`src/rtl/tsf_pkg.sv`:
```
package tsf_pkg;

    localparam int STAT_W   = 16;
    localparam int UPD_BIT  = 0;
    localparam int CH_BASE  = 1;
    localparam int TRG_BIT  = 6;
    localparam int OVC_BASE = 9;

    typedef enum logic {
        GATE_HALTED  = 1'b0,
        GATE_RUNNING = 1'b1
    } gate_state_t;

    function automatic logic [STAT_W-1:0] flag_mask(input int n_ch);
        logic [STAT_W-1:0] m;
        m = '0;
        m[UPD_BIT] = 1'b1;
        m[TRG_BIT] = 1'b1;
        for (int i = 0; i < n_ch; i++) begin
            m[CH_BASE + i]  = 1'b1;
            m[OVC_BASE + i] = 1'b1;
        end
        return m;
    endfunction

endpackage

```
`src/rtl/tsf_chan.sv`:
```
module tsf_chan #(
    parameter int CNT_W = 16
) (
    input  logic             capture_mode,
    input  logic [CNT_W-1:0] cnt,
    input  logic [CNT_W-1:0] reload_val,
    input  logic [CNT_W-1:0] cmp_val,
    input  logic             cap_edge,
    input  logic             ovf,
    input  logic             cap_read,
    input  logic             flag_now,
    output logic             set_flag,
    output logic             set_ovc,
    output logic             clr_flag
);

    logic cmp_hit;

    always_comb begin
        cmp_hit  = (cnt == cmp_val) || (ovf && (cmp_val > reload_val));
        set_flag = capture_mode ? cap_edge : cmp_hit;
        // a read in the same cycle consumes the old capture, so no overrun
        set_ovc  = capture_mode && cap_edge && flag_now && !cap_read;
        clr_flag = capture_mode && cap_read;
    end

endmodule

```
`src/rtl/tsf_gate_fsm.sv`:
```
module tsf_gate_fsm
    import tsf_pkg::*;
(
    input  logic clk,
    input  logic rst_n,
    input  logic active,
    input  logic start_evt,
    input  logic stop_evt,
    output logic trig_pulse
);

    gate_state_t state_q, state_d;

    always_comb begin
        state_d = state_q;
        if (active) begin
            unique case (state_q)
                GATE_HALTED:  if (start_evt) state_d = GATE_RUNNING;
                GATE_RUNNING: if (stop_evt)  state_d = GATE_HALTED;
            endcase
        end
    end

    always_ff @(posedge clk or negedge rst_n) begin
        if (!rst_n) state_q <= GATE_HALTED;
        else        state_q <= state_d;
    end

    always_comb begin
        trig_pulse = 1'b0;
        if (active) begin
            unique case (state_q)
                GATE_HALTED:  trig_pulse = start_evt;
                GATE_RUNNING: trig_pulse = stop_evt;
            endcase
        end
    end

endmodule

```
`src/rtl/tsf_bus.sv`:
```
module tsf_bus
    import tsf_pkg::*;
#(
    parameter int CNT_W  = 16,
    parameter int NUM_CH = 2,
    parameter int SEL_W  = 2
) (
    input  logic                         bus_rd,
    input  logic                         bus_wr,
    input  logic [SEL_W-1:0]             bus_sel,
    input  logic [STAT_W-1:0]            status,
    input  logic [NUM_CH-1:0][CNT_W-1:0] cmp_val,
    output logic                         stat_wr,
    output logic [NUM_CH-1:0]            cap_read,
    output logic [STAT_W-1:0]            rdata
);

    localparam logic [SEL_W-1:0] SEL_STATUS = '0;

    assign stat_wr = bus_wr && (bus_sel == SEL_STATUS);

    for (genvar g = 0; g < NUM_CH; g++) begin : g_rd
        assign cap_read[g] = bus_rd && (bus_sel == SEL_W'(g + 1));
    end

    always_comb begin
        rdata = '0;
        if (bus_sel == SEL_STATUS) rdata = status;
        for (int i = 0; i < NUM_CH; i++) begin
            if (bus_sel == SEL_W'(i + 1)) rdata = STAT_W'(cmp_val[i]);
        end
    end

endmodule

```
`src/rtl/tsf_status_flags.sv`:
```
module tsf_status_flags
    import tsf_pkg::*;
#(
    parameter int CNT_W  = 16,
    parameter int NUM_CH = 2,
    parameter int SEL_W  = $clog2(NUM_CH + 1)
) (
    input  logic                         clk,
    input  logic                         rst_n,
    input  logic [CNT_W-1:0]             cnt,
    input  logic [CNT_W-1:0]             reload_val,
    input  logic [NUM_CH-1:0][CNT_W-1:0] cmp_val,
    input  logic [NUM_CH-1:0]            ch_capture,
    input  logic [NUM_CH-1:0]            cap_edge,
    input  logic                         ovf,
    input  logic                         slave_en,
    input  logic                         gated_mode,
    input  logic                         trig_edge,
    input  logic                         gate_start,
    input  logic                         gate_stop,
    input  logic                         bus_rd,
    input  logic                         bus_wr,
    input  logic [SEL_W-1:0]             bus_sel,
    input  logic [STAT_W-1:0]            bus_wdata,
    output logic [STAT_W-1:0]            bus_rdata,
    input  logic [STAT_W-1:0]            irq_en,
    output logic                         irq
);

    localparam logic [STAT_W-1:0] FLAG_MASK = flag_mask(NUM_CH);

    logic [STAT_W-1:0] status_q, status_d;
    logic [STAT_W-1:0] set_word, clr_word, keep_word;
    logic [NUM_CH-1:0] ch_set, ch_ovc, ch_clr, cap_read;
    logic              stat_wr, gate_trig, trig_set;

    tsf_bus #(.CNT_W(CNT_W), .NUM_CH(NUM_CH), .SEL_W(SEL_W)) bus_i (
        .bus_rd   (bus_rd),
        .bus_wr   (bus_wr),
        .bus_sel  (bus_sel),
        .status   (status_q),
        .cmp_val  (cmp_val),
        .stat_wr  (stat_wr),
        .cap_read (cap_read),
        .rdata    (bus_rdata)
    );

    for (genvar g = 0; g < NUM_CH; g++) begin : g_ch
        tsf_chan #(.CNT_W(CNT_W)) chan_i (
            .capture_mode (ch_capture[g]),
            .cnt          (cnt),
            .reload_val   (reload_val),
            .cmp_val      (cmp_val[g]),
            .cap_edge     (cap_edge[g]),
            .ovf          (ovf),
            .cap_read     (cap_read[g]),
            .flag_now     (status_q[CH_BASE + g]),
            .set_flag     (ch_set[g]),
            .set_ovc      (ch_ovc[g]),
            .clr_flag     (ch_clr[g])
        );
    end

    tsf_gate_fsm gate_i (
        .clk        (clk),
        .rst_n      (rst_n),
        .active     (slave_en && gated_mode),
        .start_evt  (gate_start),
        .stop_evt   (gate_stop),
        .trig_pulse (gate_trig)
    );

    assign trig_set = (slave_en && !gated_mode && trig_edge) || gate_trig;

    always_comb begin
        set_word = '0;
        clr_word = '0;
        set_word[UPD_BIT] = ovf;
        set_word[TRG_BIT] = trig_set;
        for (int i = 0; i < NUM_CH; i++) begin
            set_word[CH_BASE + i]  = ch_set[i];
            set_word[OVC_BASE + i] = ch_ovc[i];
            clr_word[CH_BASE + i]  = ch_clr[i];
        end
        keep_word = stat_wr ? bus_wdata : '1;
        // hardware sets are merged last so they win over any clear
        status_d  = ((status_q & keep_word & ~clr_word) | set_word) & FLAG_MASK;
    end

    always_ff @(posedge clk or negedge rst_n) begin
        if (!rst_n) status_q <= '0;
        else        status_q <= status_d;
    end

    assign irq = |(status_q & irq_en);

endmodule

```
`config.mk`:
```
export PLATFORM = sky130hd
export DESIGN_NAME = tsf_status_flags
export DESIGN_NICKNAME = d
export VERILOG_FILES = /design/src/rtl/tsf_pkg.sv /design/src/rtl/tsf_chan.sv /design/src/rtl/tsf_gate_fsm.sv /design/src/rtl/tsf_bus.sv /design/src/rtl/tsf_status_flags.sv
export SDC_FILE = /design/constraint.sdc
export NUM_CORES = 1
export LEC_CHECK = 0
export ABC_AREA = 1
export BUFFER_PORTS_ARGS = -buffer_cell sky130_fd_sc_hd__buf_4
export CORE_AREA = 2 2 76 78
export DETAILED_ROUTE_END_ITERATION = 16
export DIE_AREA = 0 0 78 80
export GPL_ROUTABILITY_DRIVEN = 1
export PLACE_DENSITY = 0.81
export REMOVE_ABC_BUFFERS = 1
export SYNTH_ARGS = -nofsm -noshare
export SYNTH_HDL_FRONTEND = slang
export SYNTH_HIERARCHICAL = 1
export SYNTH_SLANG_ARGS = --single-unit
```
`constraint.sdc`:
```
create_clock -name clk -period 1 [get_ports clk]
set_input_delay 0.05 -clock clk [delete_from_list [all_inputs] [get_ports clk]]
set_output_delay 0.05 -clock clk [all_outputs]
set_load 0.05 [all_outputs]
```
==> results by group <==
Outcome
  • Outcome: complete, but fails checks
  • Failing checks: negative setup slack

Critical path
  • Slowest-stage cell, CP: ha_4
  • Critical Path Stages: 12
  • CP required: 1120 ps
  • Worst Path Max Fanout: 2
  • CP startpoint: reload_val[14]
  • CP delay by family, top: simple AND/OR/NAND/NOR gates
  • Setup CP Type: in2reg
  • Crit. End Element: flop
  • Worst-path cell chain: buf_4, inv_2, ha_4, nand2_4, nor2_4, nand2_2, o21a_1, nand2_1, nand2_1, nand2_1, nand2_1, o21bai_4
  • Crit path arrival time: 1310 ps
  • FF-to-FF setup slack: 70 ps
  • R2r worst-path depth: 4
  • Critical R2R Capture: status_q[10]
  • Crit path top cell by count: nand2_1
  • Crit path buffers/inverters: 2
  • Crit start category: input port
  • Slowest stage delay, CP: 280 ps
  • CP endpoint: status_q[2]
  • FF-to-FF Start: status_q[2]

Global routing
  • Tot GR Track Use: 0.272
  • Grt peak-use layer: met2
  • Vias in the first global route: 3054
  • Global routing usage on met1: 0.272
  • Largest net degree at the start of global routing: 11
  • Global route overflow: 0
  • First-pass GRT wire length: 13.5 mm
  • Met3 Track Usage GR: 0.0328
  • Initial antenna violation count: 0
  • GR met2 Demand/Resource: 0.558

Logic synthesis
  • Ys async rst share: 1.00
  • Top FF cell, synth: dfrtp_1
  • Simple-gate area share of the yosys netlist: 0.384
  • EDFF count, synth: 0
  • Area contributors post-synth: ha_1 19%, nand2_1 16%, nand3_1 13%
  • Share of the synthesized area in the top cell type: 0.192
  • Post-Synth Adder-Cell Area: 0.192
  • Mean post-synth cell area: 6.12 sq um
  • Cells after synthesis: 341
  • Compound-Gate Fraction of Synth Area: 0.0750
  • Combinational family with the most area after synthesis: simple AND/OR/NAND/NOR gates
  • Mux cell area share after synthesis: 0
  • Cell variety after synth: 26
  • Yosys top cell by area: ha_1
  • YS warnings: 6
  • Count leader, synth: nand2_1
  • Sequential fraction of the synthesis area: 0.0840
  • Synthesized cell area: 2090 sq um
  • Yosys reg bits: 7
  • Post-Synth XOR/XNOR Area: 0.126
  • Synth cell count leaders: 90 x nand2_1, 56 x inv_1, 55 x nand3_1

STA
  • Fin worst setup slack: -190 ps
  • Unrepaired setup endpoints after global routing: yes
  • TNS Setup: -773 ps
  • Fmax: 841 MHz
  • Minimum clock period: 1190 ps
  • Clock skew: 3.98 ps
  • Period utilization: 1.19
  • Fin. max-slew vios: 0
  • Final setup fails: 7
  • Fin. Hold Viols: 0

Die
  • Starting Density: 0.386
  • Die Width: 78 um
  • Die H: 80 um
  • Die ar.: 6240 sq um
  • Row count: 27
  • Core region area: 5410 sq um
  • Io pins: 129

Power
  • PD cells: 731 nW/um^2
  • Worst VDD drop: 417 uV
  • Leak pwr: 2.02 nW
  • Total Power: 2.96 mW

Drt
  • Vias post-DR: 3022
  • DRC: 0
  • First-pass DRT Iterations: 4
  • DR WL/cell: 16.5 um
  • Post-route ant nets: 0
  • First DRT Iteration DRCs: 198
  • Routed WL: 9.49 mm
  • Via/cell ratio: 5.24

Place
  • Port buffer count: 108
  • Setup WS pre-CTS: -482 ps
  • RePlAce Congestion: 0.873
  • DP HPWL: 6.44 mm

Finish
  • Ant diodes: 0
  • Area Overhead vs Synth: 94.0%
  • Post-layout util: 0.749
  • Layout cells sized above 1: 0.527
  • Layout Nets: 650
  • Fillcell total: 381

Clock network
  • Clock buffer depth: 2
  • Skew-Pair Late Insertion Delay: 240 ps
  • Cts bufs inserted: 3
  • H-tree Lvls: 1
  • CTS tree: built
  • Clock transition at path regs: 40 ps
  • Root buffer cell: clkbuf_8
  • Sink Count: 7

Worst hold path
  • Hold WC Path Type: in2reg

Flow run
  • Max-cap violations: 0
final cells by class:
cell class                      count  area [sq um]  share of cell area
Timing Repair Buffer              158          1300               0.322
Tap cell                           72          90.1              0.0223
Sequential cell                     7           175              0.0433
Clock buffer                        4          45.0              0.0111
Inverter                           59           236              0.0584
Multi-Input combinational cell    277          2200               0.543
power by group:
part           switching [mW]  total (mW)  internal, mW
registers              0.0422       0.369         0.327
logic                    1.12        2.17          1.04
clock network           0.142       0.420         0.277
flip-flops by register name, indices dropped and copies added, names as in the netlist:
| signal | flops |
|---|---|
| gate_i/state_q | 1 |
| status_q | 6 |
placed cells by master, fill, tap and decap left out, types with 2 or more instances in the layout:
cell type and n:
buf_4 134, buf_8 3, a21o_1 2, xor2_1 2, a21oi_2 9, conb_1 10, ha_4 27, nor2_4 5
nor3b_1 3, buf_6 18, clkbuf_8 3, xnor2_1 28, nand2_1 72, nor3_2 2, nand4_1 8, a21oi_1 4
nand2_2 13, inv_2 25, nand2_4 5, buf_12 2, ha_1 5, o21ai_1 5, nor2_1 9, nand3_1 49
o21a_1 2, dfrtp_1 7, nor2_2 4, inv_4 6, nand3_2 6, o21bai_4 2, or2_0 2, inv_1 28
worst register-to-register path, stage by stage, from the launching register on:
cell and delay [ps]:
dfrtp_1 380, buf_4 140, nor3b_1 210, inv_1 70, nand2_1 70
cell families after synthesis:
| kind of cell | Yosys count |
|---|---|
| and+or+nand+nor | 179 |
| buffers and inverters | 66 |
| adders and majority gates | 32 |
| xor gates and xnor gates | 30 |
| AOI/OAI and AO/OA | 26 |
| DFF | 7 |
| other | 1 |
how the worst min path moves through the flow:
stage                  start  slack [ps]  depth (start not counted)        endpoint
5_1_grt        bus_wdata[10]          40                          3    status_q[10]
4_1_cts         bus_wdata[9]          30                          3     status_q[9]
3_5_place_dp           rst_n        -130                          1     status_q[6]
2_1_floorplan          rst_n        -250                          0  gate_i/state_q
6_report        bus_wdata[6]          30                          3     status_q[6]
3_3_place_gp           rst_n        -130                          1     status_q[6]
repair_timing:
item                                    CTS  global route
resized for setup                        78            61
hold buffers                              1             0
pin swaps                                40            40
endpoints found under the setup margin    9             9
buffers inserted                          3             5
endpoints found under the hold margin     7             0
stage by stage:
stage | std cells | hold WS [ps] | instance area [sq um]
3_3_place_gp | 564 | -130 | 3290
3_5_place_dp | 564 | -127 | 3290
4_1_cts | 572 | 32.8 | 3780
5_1_grt | 577 | 36.8 | 4050
6_report | 577 | 29.8 | 4050
2_1_floorplan | 343 | -246 | 2060
per-layer routing:
layer  vias to the layer above  routed length [um]
li1                       1415                   -
met1                      1411                3320
met2                       145                5200
met3                        51                 492
met4                         0                 479
met5                         -                   0
No activity file was read; power rests on OpenSTA's default activity.
